**src/rtl/row_refresh_ctrl.sv**
```systemverilog
`timescale 1ns/1ps
module row_refresh_ctrl #(
  parameter int INTERVAL = 1560,
  parameter int ROWS     = 8,
  parameter int HOLD     = 4,
  parameter int MAX_PEND = 2
) (
  input  logic                                  clk,
  input  logic                                  rst_n,
  input  logic                                  host_req,
  input  logic [(ROWS>1?$clog2(ROWS):1)-1:0]    host_row,
  input  logic                                  host_done,
  output logic                                  host_gnt,
  output logic                                  ref_busy,
  output logic                                  cmd_open,
  output logic                                  cmd_close,
  output logic [(ROWS>1?$clog2(ROWS):1)-1:0]    cmd_row
);
  localparam int RW = (ROWS > 1) ? $clog2(ROWS) : 1;
  localparam int TW = (INTERVAL > 1) ? $clog2(INTERVAL) : 1;
  localparam int HW = $clog2(HOLD) + 1;
  localparam int PW = $clog2(MAX_PEND + 1);

  typedef enum logic [2:0] {IDLE, R_ACT, R_HOLD, R_PRE, H_ACT, H_HOLD, H_PRE} st_t;

  st_t           state;
  logic [TW-1:0] tcnt;
  logic [HW-1:0] hcnt;
  logic [PW-1:0] pend;
  logic [RW-1:0] ref_row;
  logic          tick, ref_done;

  assign tick      = (tcnt == TW'(INTERVAL - 1));
  assign ref_done  = (state == R_PRE);
  assign cmd_open  = (state == R_ACT) || (state == H_ACT);
  assign cmd_close = (state == R_PRE) || (state == H_PRE);
  assign ref_busy  = (state == R_ACT) || (state == R_HOLD) || (state == R_PRE);
  assign host_gnt  = (state == H_ACT) || (state == H_HOLD);

  always_ff @(posedge clk) begin
    if (!rst_n) tcnt <= '0;
    else        tcnt <= tick ? '0 : tcnt + 1'b1;
  end

  always_ff @(posedge clk) begin
    if (!rst_n)
      pend <= '0;
    else if (tick && !ref_done && pend != PW'(MAX_PEND))
      pend <= pend + 1'b1;
    else if (ref_done && !tick)
      pend <= pend - 1'b1;
  end

  always_ff @(posedge clk) begin
    if (!rst_n)
      ref_row <= '0;
    else if (ref_done)
      ref_row <= (ref_row == RW'(ROWS - 1)) ? '0 : ref_row + 1'b1;
  end

  always_ff @(posedge clk) begin
    if (!rst_n) begin
      state   <= IDLE;
      hcnt    <= '0;
      cmd_row <= '0;
    end else begin
      case (state)
        IDLE: begin
          if (pend != '0) begin
            state   <= R_ACT;
            cmd_row <= ref_row;
          end else if (host_req) begin
            state   <= H_ACT;
            cmd_row <= host_row;
          end
        end
        R_ACT: begin
          state <= R_HOLD;
          hcnt  <= '0;
        end
        R_HOLD: begin
          if (hcnt == HW'(HOLD - 2)) state <= R_PRE;
          else                       hcnt  <= hcnt + 1'b1;
        end
        H_ACT:  state <= H_HOLD;
        H_HOLD: if (host_done) state <= H_PRE;
        default: state <= IDLE;
      endcase
    end
  end


  pend_cap_chk: assert property (@(posedge clk) disable iff (!rst_n)
    pend <= PW'(MAX_PEND));


  row_step_chk: assert property (@(posedge clk) disable iff (!rst_n)
    ref_done |=> ref_row == (($past(ref_row) == RW'(ROWS - 1)) ? RW'(0) : RW'($past(ref_row) + 1'b1)));


  gnt_clear_chk: assert property (@(posedge clk) disable iff (!rst_n)
    $rose(host_gnt) |-> $past(pend) == '0);


  busy_rise_chk: assert property (@(posedge clk) disable iff (!rst_n)
    $rose(ref_busy) |-> cmd_open && cmd_row == ref_row);


  no_preempt_chk: assert property (@(posedge clk) disable iff (!rst_n)
    (state == H_HOLD && !host_done) |=> !ref_busy);


  close_gap_chk: assert property (@(posedge clk) disable iff (!rst_n)
    cmd_close |=> !cmd_open);
endmodule

```
**config.mk**
```make
export PLATFORM = sky130hd
export DESIGN_NAME = row_refresh_ctrl
export DESIGN_NICKNAME = d
export VERILOG_FILES = /design/src/rtl/row_refresh_ctrl.sv
export SDC_FILE = /design/constraint.sdc
export NUM_CORES = 1
export LEC_CHECK = 0
export BUFFER_PORTS_ARGS = -buffer_cell sky130_fd_sc_hd__buf_2
export CORE_UTILIZATION = 57
export DETAILED_ROUTE_END_ITERATION = 12
export PLACE_DENSITY_LB_ADDON = 0.08
export SLEW_MARGIN = 30
export SYNTH_ARGS = -nofsm -noshare
export SYNTH_HDL_FRONTEND = slang
export SYNTH_SLANG_ARGS = --single-unit
```
**constraint.sdc**
```tcl
create_clock -name clk -period 1.6 [get_ports clk]
set_input_delay 0.32 -clock clk [delete_from_list [all_inputs] [get_ports clk]]
set_output_delay 0.32 -clock clk [all_outputs]
set_load 0.1 [all_outputs]
```
Word level (Yosys, flattened, before mapping):

Cells that the tools add are included.
Widths: inputs -> output; s select.

* add/sub/neg operators: 5
* multiply operators: 0
* div/mod/pow operators: 0
* magnitude comparators: 0
* eq/ne operators: 14
* shift-type cells: 0
* muxes and demuxes: 12
* bitwise logic cells: 1
* reductions and logical operators: 19

Operators by type and width (count)
* $mux 3: 8
* $pmux 3 s5: 1
* $eq 3x3->1 const B: 4
* $add 11x1->11 const B: 1
* $eq 11x11->1 const B: 1
* $eq 3x2->1 const B: 3
* $reduce_bool 2->1: 4
* $add 3x1->3 const B: 2
* $ne 2x2->1 const B: 3
* $pmux 3 s2: 1
* $logic_or 1x1->1: 5
* $mux 2: 2
* $reduce_and 2->1: 2
* $eq 3x1->1 const B: 1
* $logic_and 1x1->1: 3
* $logic_not 3->1: 1
* $ne 3x3->1 const B: 1
* $reduce_and 3->1: 1
* $add 2x1->2 const B: 1
* $logic_not 1->1: 2
* $ne 2x1->1 const B: 1
* $reduce_or 2->1: 1
* $sub 2x1->2 const B: 1
* $not 1->1: 1

* flip-flop bits (word level): 25
* latch bits: 0
* memory bits (writable): 0
* memory bits (read-only): 0
* bits of input ports: 7
* logic and storage cells: 57
* memories: 0

Logic depth before layout (Yosys ltp):

Gate-level depths: netlist of the first run.

* word-level depth: 5
* gate-level depth with buffers: 6
* depth with buffers taken out: 6

Least setup slack after synthesis of the first run:

No wires, ideal clock.

* kind: reg2out
* start point: reg state[1]
* end point: out cmd_close
* arrival: 1972 ps
* path slack: -692 ps
* cell stages (with the launch flop): 3
* cell sequence: dfxtp_1 -> buf_6 -> nor2b_1

* longest elaborated chain between the ends: 2
* elaborated cells on any way between the ends: 3

RTL lines
* start, declared: RTL line 26 `st_t state;`
* start signal, assigned: RTL line 63 `state <= IDLE;`
* start signal, assigned: RTL line 70 `state <= R_ACT;`
* start signal, assigned: RTL line 73 `state <= H_ACT;`
* $eq 3x2->1 or $eq 3x3->1 (tied branches): RTL line 36 `assign cmd_close = (state == R_PRE) || (state == H_PRE);`
* $logic_or 1x1->1 (*): RTL line 36
* end, declared: RTL line 16 `output logic cmd_close,`

Every way passes the cells marked *; elsewhere a longest branch is shown, timed or not.

Worst setup path after layout of the first run:

* start point: reg state[1]
* end point: out host_gnt

* longest elaborated chain between the ends: 2
* elaborated cells on any way between the ends: 3

RTL lines
* $eq 3x3->1: RTL line 38 `assign host_gnt = (state == H_ACT) || (state == H_HOLD);`
* $logic_or 1x1->1 (*): RTL line 38
* end, declared: RTL line 13 `output logic host_gnt,`

Marked as above.

==> qor.csv, run 1 <==
metric,value,unit
run status,"finished, final reports clean",
post-synth design cell area,0.00137,sq mm
main combinational cell family by area after synthesis,simple AND/OR/NAND/NOR gates,
FILL cells,181,
Critical Path Sink Type,primary output,
count of port buffers added during placement,13,
Worst EP required,1.28,ns
via count of the first global-routing pass,1029,
leading register cell type out of synthesis,sky130_fd_sc_hd__dfxtp_1,
top-count cell post-synth,sky130_fd_sc_hd__dfxtp_1,
count of different cell masters after synthesis,46,
routed vias/inst,5.52,
half-perimeter wire length after detailed placement,1810,um
TritonCTS sink count,25,
hold violation count in the final report,0,
leakage power,0.700,nW
kind of cell adding the most delay to the critical path,flip-flops,
master of the slowest instance on the critical path,sky130_fd_sc_hd__dfxtp_4,
Routed WL per cell,13.4,um
final worst path period share,0.962,
Final Slew Violations,0,
boundary pin count,14,
proportion of netlist area held by the largest area contributor,0.366,
min cycle time layout,1.54,ns
Synth Area in Simple Gates,0.335,
setup repair after global routing missed its margin,false,
number of instances on the worst hold path,4,
clock tree from TritonCTS,done,
CP Launch Type,flop,
maximum frequency from static timing analysis,650,MHz
num rows,17,
classification of the worst-slack hold path,in -> reg,
cell type contributing the most total cell area after synthesis,sky130_fd_sc_hd__dfxtp_1,
core area,0.00223,sq mm
Compound-Gate Fraction of Synth Area,0.114,
leading cell types by count after synthesis,"25 x sky130_fd_sc_hd__dfxtp_1, 15 x sky130_fd_sc_hd__nor2_1, 12 x sky130_fd_sc_hd__nand2_1, 12 x sky130_fd_sc_hd__nand3_1, 7 x sky130_fd_sc_hd__o21ai_0",
signal arrival time at the worst endpoint,1.22,ns
CTS Root Buffer Type,sky130_fd_sc_hd__clkbuf_4,
syn_nets,162,
Vias,1071,
number of nets with antenna violations after routing,0,
power consumption,1.37,mW
global-route congestion overflow total,0,
number of max-cap violations,0,
number of enable-type register cells in the synthesized netlist,0,
buffers and inverters on the worst path,2,
mux cell area share after synthesis,0.0220,
initial cell density of the core,0.612,
Final Non-Filler Cells,194,
DRT iter0 DRCs,11,
antenna violations before repair,0,
Synth area leaders,"sky130_fd_sc_hd__dfxtp_1 37%, sky130_fd_sc_hd__ha_1 4.6%, sky130_fd_sc_hd__nand3_1 4.4%, sky130_fd_sc_hd__nor2_1 4.1%, sky130_fd_sc_hd__xnor2_1 3.8%",
Mapped Cells,150,
post-synthesis async set-or-reset flop share,0,
final setup skew,0.00178,ns
total routing usage reported by global routing,0.227,
"arithmetic-cell share of the synthesized area counting full adders, half adders and majority gates",0.0458,
area grow syn2layout,18.1,%
fraction of the yosys area taken by sequential cells,0.366,
Pre-Repair DR Iteration Count,4,
transition at the pin with the smallest max-transition slack,0.488,ns
placer's final routability congestion estimate,0.817,
maximum level of the CTS H-tree,1,
clock latency reported for the late side of the worst-skew pair,0.32,ns
synthesized-area fraction occupied by xor and xnor cells,0.0641,
DIE WIDTH,51.0,um
worst reg-to-reg path cell count,5,
wire length after detailed routing,2590,um
worst hold slack,0.335,ns
first-pass GRT wire length,4400,um
total inserted antenna cells,0,
vertical die dimension,51.0,um
count of final setup violators,0,
NumNets Final,179,
largest fanout on the critical path,8,
number of instances in the placed design,186,
CP peak stage delay,0.41,ns
post-route DRC violation count,0,
maximum number of pins on one net before global-route repair,26,
Num CTS Buffers,3,
share of post-route cells with drive strength above 1,0.271,
synthesized flop and latch total,25,
clock-pin slew on the worst setup and hold paths,0.14,ns
Peak supply drop,0.656,mV
maximum number of buffers from clock root to sink,2,
Post-Syn Area per Cell,9.11,sq um
yosys warns,0,
slew margin rel.,0.677,
cell area power density,851,mW/mm^2
stages on the worst setup path,3,
floorplan die area,0.00260,sq mm
Crit Path Category,reg -> out,
critical-path cell list,buf_4 > nor2_4 > buf_12,
[worst register-to-register path, cell delays in order (launching register included)]
cell and delay (ns):
sky130_fd_sc_hd__dfxtp_2 0.38, sky130_fd_sc_hd__ha_2 0.22, sky130_fd_sc_hd__and4bb_2 0.27, sky130_fd_sc_hd__nand4_4 0.18
sky130_fd_sc_hd__mux2i_1 0.16, sky130_fd_sc_hd__a211o_1 0.22
[layer usage]
layer  global-route usage  wire length [um]
met1                0.276              1260
met2                0.399              1230
met3               0.0357                69
met4               0.0833                36
met5                    0                 0
[cell usage in the layout, fill, tap and decap left out, types with 2 or more instances in the layout]
| cell | instances |
|---|---|
| sky130_fd_sc_hd__dfxtp_1 | 21 |
| sky130_fd_sc_hd__nor2_1 | 12 |
| sky130_fd_sc_hd__nand2_1 | 12 |
| sky130_fd_sc_hd__nand3_1 | 12 |
| sky130_fd_sc_hd__buf_2 | 9 |
| sky130_fd_sc_hd__o21ai_0 | 7 |
| sky130_fd_sc_hd__buf_4 | 7 |
| sky130_fd_sc_hd__inv_1 | 5 |
| sky130_fd_sc_hd__nor3_1 | 5 |
| sky130_fd_sc_hd__xnor2_1 | 5 |
| sky130_fd_sc_hd__nor2b_1 | 5 |
| sky130_fd_sc_hd__a21oi_1 | 4 |
| sky130_fd_sc_hd__xor2_1 | 4 |
| sky130_fd_sc_hd__ha_1 | 4 |
| sky130_fd_sc_hd__buf_12 | 4 |
| sky130_fd_sc_hd__mux2i_1 | 3 |
| sky130_fd_sc_hd__o211a_1 | 3 |
| sky130_fd_sc_hd__clkbuf_4 | 3 |
| sky130_fd_sc_hd__dfxtp_4 | 3 |
| sky130_fd_sc_hd__nor2_4 | 2 |
| sky130_fd_sc_hd__nor2_2 | 2 |
| sky130_fd_sc_hd__nor3b_1 | 2 |
| sky130_fd_sc_hd__nor4_4 | 2 |
[power breakdown]
part	total, mW	internal [mW]	switching, mW
clock network	0.288	0.0956	0.192
registers	0.680	0.649	0.0313
logic	0.406	0.142	0.263
[through the flow]
stage               instance area [sq um]  setup WS (ns)  setup TNS, ns  utilization
floorplan                            1380         -0.173         -0.346            -
global placement                     1510          0.123              0        0.676
detailed placement                   1510         0.0371              0        0.676
CTS                                  1580         0.0183              0        0.707
global route                         1610         0.0129              0        0.723
finish                               1610         0.0607              0        0.723
[state kept, by name (all words and copies together) (netlist names)]
name and cells:
cmd_row 3, ref_row 3, pend 2, state 3
tcnt 11, hcnt 3
[final cells by class]
class                   instances  area (sq um)  share of cell area
clock buffers                   3          22.5              0.0140
flip-flops and latches         25           513               0.318
inverters                       5          18.8              0.0116
multi-input cells             112           840               0.520
well taps                      28          35.0              0.0217
clock inverters                 1          7.51             0.00465
repair buffers                 20           178               0.110
[final timing paths]
kind | endpoint | slack [ns] | from
worst min-delay path | cmd_row[2]$_SDFFE_PN0P_ | 0.33 | host_row[2]
worst max register to register | pend[0]$_SDFFE_PN0P_ | 0.08 | tcnt[1]$_SDFF_PP0_
worst min register to register | cmd_row[1]$_SDFFE_PN0P_ | 0.51 | cmd_row[1]$_SDFFE_PN0P_
worst max-delay path | host_gnt | 0.06 | state[1]$_SDFFE_PN0P_
[what timing repair did]
item                       CTS  global route
hold buffers                 0             0
hold endpoints to repair     0             0
setup endpoints to repair    4            11
gates cloned                 0             0
gates resized for setup      5             7
setup buffers                4             0
[logic make-up after synthesis]
family | count (synthesis)
adders and majority gates | 5
DFF | 25
and+or+nand+nor | 71
muxes | 3
buffers and inverters | 13
xor gates and xnor gates | 10
AOI/OAI and AO/OA | 23
Power figures use the tool's default switching activity.
==> run 2, diff against run 1 <==
BUFFER_PORTS_ARGS = not set   (was -buffer_cell sky130_fd_sc_hd__buf_2)
CORE_UTILIZATION = 30   (was 57)
DONT_BUFFER_PORTS = 1   (was not set)
SLEW_MARGIN = 20   (was 30)
==> qor.csv, run 2 (same netlist as run 1, synthesis figures left out) <==
metric,value,unit,change
run status,"finished, final reports clean",,
post-route DRC violation count,0,,unchanged
crit path launch,state[0]$_SDFFE_PN0P_,,
count of final setup violators,0,,unchanged
Final Slew Violations,0,,unchanged
max reg flops,11,,unchanged
TritonCTS sink count,25,,unchanged
most used cells in the layout excluding fill and tap cells,"22 x sky130_fd_sc_hd__dfxtp_1, 12 x sky130_fd_sc_hd__nor2_1, 12 x sky130_fd_sc_hd__nand2_1, 12 x sky130_fd_sc_hd__nand3_1, 8 x sky130_fd_sc_hd__buf_4",,
DRT iter0 DRCs,45,,+34
leakage power,0.670,nW,-4.3%
vertical die dimension,69.5,um,+36%
routed vias/inst,5.05,,-8.6%
number of max-cap violations,0,,unchanged
DIE WIDTH,69.5,um,+36%
maximum level of the CTS H-tree,1,,unchanged
num rows,24,,+7
clock latency reported for the late side of the worst-skew pair,0.27,ns,-0.05 ns
Hold Crit Start,rst_n,,
Worst EP required,1.28,ns,about the same
NumNets Final,171,,-4.5%
total inserted antenna cells,0,,unchanged
number of nets with antenna violations after routing,0,,unchanged
total routing usage reported by global routing,0.119,,-0.108
post-route cell area,0.00159,sq mm,-1.6%
hold violation count in the final report,0,,unchanged
Peak supply drop,0.397,mV,-39%
first-pass GRT wire length,4630,um,+5.2%
cell area power density,899,mW/mm^2,+5.6%
slew margin rel.,0.732,,+0.0554
placer's final routability congestion estimate,0.724,,-11%
via count of the first global-routing pass,1021,,-0.78%
antenna violations before repair,0,,unchanged
worst hold slack,0.155,ns,-0.180 ns
global-route congestion overflow total,0,,unchanged
half-perimeter wire length after detailed placement,1940,um,+7.3%
classification of the worst-slack hold path,in -> reg,,
clock tree from TritonCTS,done,,
area grow syn2layout,16.2,%,
setup repair after global routing missed its margin,false,,
smallest setup slack after layout,0.0883,ns,+0.0275 ns
signal arrival time at the worst endpoint,1.19,ns,-0.03 ns
maximum frequency from static timing analysis,661,MHz,+1.8%
share of post-route cells with drive strength above 1,0.215,,-0.0559
count of port buffers added during placement,0,,-13
post-placement cell area,0.00153,sq mm,+1.5%
floorplan die area,0.00483,sq mm,+86%
core area,0.00435,sq mm,+95%
pre-CTS setup slack,0.130,ns,+0.0928 ns
CTS Root Buffer Type,sky130_fd_sc_hd__clkbuf_8,,
initial cell density of the core,0.314,,-0.298
Vias,1060,,-1.0%
maximum number of buffers from clock root to sink,2,,unchanged
Reg2Reg Launch Point,tcnt[1]$_SDFF_PP0_,,
maximum number of pins on one net before global-route repair,26,,unchanged
final worst path period share,0.945,,-0.0172
wire length after detailed routing,2590,um,+0.12%
boundary pin count,14,,unchanged
final setup skew,0.00381,ns,+0.00203 ns
CP Launch Type,flop,,
"leading cell type in the layout, fill and taps excluded",sky130_fd_sc_hd__dfxtp_1,,
power consumption,1.43,mW,+3.9%
largest fanout on the critical path,9,,+1
Num CTS Buffers,3,,unchanged
clock-pin slew on the worst setup and hold paths,0.09,ns,-0.05 ns
Final TNS setup,0,ns,unchanged
transition at the pin with the smallest max-transition slack,0.398,ns,-0.0895 ns
min cycle time layout,1.51,ns,-0.0275 ns
worst setup slack for register-to-register paths,0.13,ns,+0.05 ns
cts hold-fix bufs,0,,unchanged
Crit Path Category,reg -> out,,
Pre-Repair DR Iteration Count,3,,-1
number of setup buffers added after CTS,0,,-4
Routed WL per cell,12.3,um,-7.5%
Critical Path Sink Type,primary output,,
largest register by flop count,tcnt,,
run 2: cell types whose count changed in the layout (fill, tap and decap cells not counted), sizes merged:
cell | before | now
buf | 20 | 12
run 2: report_power, final:
group	total [mW]	internal [mW]	switching [mW]
clock network	0.389	0.177	0.212
registers	0.682	0.649	0.0329
logic	0.356	0.121	0.236
run 2: critical path, stage by stage (launching register included):
cell and delay [ns]:
sky130_fd_sc_hd__dfxtp_4 0.40, sky130_fd_sc_hd__xnor2_1 0.17, sky130_fd_sc_hd__nor2b_2 0.17, sky130_fd_sc_hd__buf_12 0.19
run 2: final timing paths:
kind / depth (start not counted) / endpoint
min: 1 / state[0]$_SDFFE_PN0P_
max reg2reg: 5 / tcnt[4]$_SDFF_PP0_
min reg2reg: 2 / hcnt[1]$_SDFFE_PN0P_
max: 3 / cmd_close
run 2: layout make-up:
cell class | instances | area (sq um)
clock inverters | 1 | 7.51
well taps | 52 | 65.1
multi-input cells | 112 | 808
fillers | 444 | 2770
inverters | 5 | 18.8
clock buffers | 3 | 41.3
repair buffers | 12 | 140
flip-flops and latches | 25 | 507
run 2: per-layer routing:
metal  share of wire  vias to the layer above  global-route usage
li1                -                      543                   -
met1            0.54                      498               0.167
met2            0.41                       15               0.176
met3           0.040                        4              0.0247
met4           0.012                        0              0.0476
met5               0                        -                   0
run 2: stage by stage:
stage | utilization | instances
floorplan | - | 150
global placement | 0.352 | 206
detailed placement | 0.352 | 206
CTS | 0.364 | 210
global route | 0.365 | 210
finish | 0.365 | 210
run 2: repair_timing:
action	in CTS	in global routing
hold endpoints to repair	0	0
pin swaps	0	0
setup endpoints to repair	3	2
resized for setup	3	1
==> run 3, diff against run 2 <==
RECOVER_POWER = 25   (was not set)
==> qor.csv, run 3 (same netlist as run 1, synthesis figures left out) <==
metric,value,unit,change
final setup skew,0.00388,ns,+0.0000752 ns
routed vias/inst,5.05,,unchanged
min cycle time layout,1.51,ns,+0.0000274 ns
clock latency reported for the late side of the worst-skew pair,0.27,ns,about the same
Final TNS setup,0,ns,unchanged
core area,0.00435,sq mm,unchanged
Critical Path Sink Type,primary output,,
number of nets with antenna violations after routing,0,,unchanged
Internal Pwr Total,0.943,mW,-0.38%
worst setup slack for register-to-register paths,0.13,ns,about the same
largest register by flop count,tcnt,,
sequential cell area,507,sq um,unchanged
combined area of the multi-input logic cells,808,sq um,unchanged
number of max-cap violations,0,,unchanged
total routing usage reported by global routing,0.119,,unchanged
Final Slew Violations,0,,unchanged
maximum number of buffers from clock root to sink,2,,unchanged
run status,"finished, final reports clean",,
clock tree from TritonCTS,done,,
crit path launch,state[0]$_SDFFE_PN0P_,,
maximum level of the CTS H-tree,1,,unchanged
share of post-route cells with drive strength above 1,0.209,,-0.00633
number of setup buffers added after CTS,0,,unchanged
slew margin rel.,0.632,,-0.101
clock-pin slew on the worst setup and hold paths,0.09,ns,about the same
net switching power,0.481,mW,about the same
initial cell density of the core,0.314,,unchanged
Num CTS Buffers,3,,unchanged
antenna violations before repair,0,,unchanged
Peak supply drop,0.397,mV,about the same
post-route cell area,0.00158,sq mm,-0.39%
Reg2Reg Launch Point,tcnt[1]$_SDFF_PP0_,,
post-placement cell area,0.00153,sq mm,unchanged
DRT iter0 DRCs,47,,+4.4%
hold violation count in the final report,0,,unchanged
worst reg-to-reg path cell count,5,,unchanged
cell area power density,900,mW/mm^2,+0.15%
largest fanout on the critical path,9,,unchanged
boundary pin count,14,,unchanged
Pre-Repair DR Iteration Count,3,,unchanged
"leading cell type in the layout, fill and taps excluded",sky130_fd_sc_hd__dfxtp_1,,
area grow syn2layout,15.8,%,
DIE WIDTH,69.5,um,unchanged
count of port buffers added during placement,0,,unchanged
wire length after detailed routing,2590,um,-0.12%
NumNets Final,171,,unchanged
most used cells in the layout excluding fill and tap cells,"22 x sky130_fd_sc_hd__dfxtp_1, 12 x sky130_fd_sc_hd__nor2_1, 12 x sky130_fd_sc_hd__nand2_1, 12 x sky130_fd_sc_hd__nand3_1, 7 x sky130_fd_sc_hd__o21ai_0",,
classification of the worst-slack hold path,in -> reg,,
Crit Path Category,reg -> out,,
floorplan die area,0.00483,sq mm,unchanged
Seq pwr share,0.479,,about the same
post-route DRC violation count,0,,unchanged
part of the power in the clock network,0.273,,about the same
combinational share of power,0.248,,-0.002
worst setup path endpoint,cmd_close,,
num rows,24,,unchanged
via count of the first global-routing pass,1021,,unchanged
maximum number of pins on one net before global-route repair,26,,unchanged
Routed WL per cell,12.3,um,-0.12%
final worst path period share,0.945,,about the same
setup repair after global routing missed its margin,false,,
endpoint of the worst-slack reg-to-reg timing path,tcnt[4]$_SDFF_PP0_,,
CTS Root Buffer Type,sky130_fd_sc_hd__clkbuf_8,,
leakage power,0.664,nW,-0.88%
Worst EP required,1.28,ns,about the same
maximum frequency from static timing analysis,661,MHz,about the same
half-perimeter wire length after detailed placement,1940,um,unchanged
total inserted antenna cells,0,,unchanged
master of the slowest instance on the critical path,sky130_fd_sc_hd__dfxtp_4,,
TritonCTS sink count,25,,unchanged
Vias,1060,,unchanged
signal arrival time at the worst endpoint,1.19,ns,about the same
vertical die dimension,69.5,um,unchanged
CP peak stage delay,0.40,ns,about the same
placer's final routability congestion estimate,0.724,,unchanged
first-pass GRT wire length,4630,um,unchanged
cts hold-fix bufs,0,,unchanged
switching power as a share of total power,0.338,,+0.000926
FILL cells,445,,+0.23%
CP Launch Type,flop,,
transition at the pin with the smallest max-transition slack,0.553,ns,+0.154 ns
critical-path cell list,xnor2_1 > nor2b_2 > buf_12,,
global-route congestion overflow total,0,,unchanged
max reg flops,11,,unchanged
count of final setup violators,0,,unchanged
## run 3: timing repair
action,CTS,global route
resized for setup,3,1
setup endpoints to repair,3,2
pin swaps,0,0
## run 3: how the worst min path moves through the flow
stage                                   from                      end  slack, ns  depth (start not counted)
after floorplan           tcnt[0]$_SDFF_PP0_       tcnt[0]$_SDFF_PP0_       0.44                          1
after global placement                 rst_n       tcnt[2]$_SDFF_PP0_       0.45                          1
after detailed placement               rst_n    state[0]$_SDFFE_PN0P_       0.45                          1
after CTS                              rst_n    state[0]$_SDFFE_PN0P_       0.15                          1
after global routing                   rst_n  cmd_row[0]$_SDFFE_PN0P_       0.15                          1
final                                  rst_n    state[0]$_SDFFE_PN0P_       0.15                          1
## run 3: power groups by stage
stage | Clock [mW] | Sequential [mW] | Combinational [mW]
after CTS | 0.409 | 0.683 | 0.360
after floorplan | 0 | 0.746 | 0.218
after detailed placement | 0 | 0.695 | 0.359
after global routing | 0.444 | 0.687 | 0.374
after global placement | 0 | 0.695 | 0.358
final | 0.389 | 0.681 | 0.353
## run 3: metal layers
layer / share of wire / GRT usage / vias to the layer above
met4: 0.012 / 0.0476 / 0
met1: 0.54 / 0.167 / 497
met3: 0.041 / 0.0247 / 4
met2: 0.41 / 0.176 / 15
li1: - / - / 544
met5: 0 / 0 / -
## run 3: layout make-up
class / instances / area share
multi-input combinational: 112 / 0.511
sequential: 25 / 0.320
timing repair buffer: 12 / 0.0847
tap: 52 / 0.0411
clock buffer: 3 / 0.0261
inverter: 5 / 0.0119
clock inverter: 1 / 0.00475
## run 3: per-stage QoR
stage	hold slack [ns]	utilization	total power, mW	worst slack, ns	cells
after global routing	0.149	0.363	1.50	0.00890	210
after global placement	0.452	0.352	1.05	0.172	206
after detailed placement	0.445	0.352	1.05	0.130	206
final	0.154	0.363	1.42	0.0882	210
after floorplan	0.442	-	0.964	-0.173	150
after CTS	0.147	0.364	1.45	0.0182	210
## run 3: worst max-delay path, delay by kind of cell (launching register included)
family                 cells  cell delay [ns]
AND/OR/NAND/NOR            1             0.17
flip-flops                 1             0.40
XOR/XNOR                   1             0.17
buffers and inverters      1             0.19
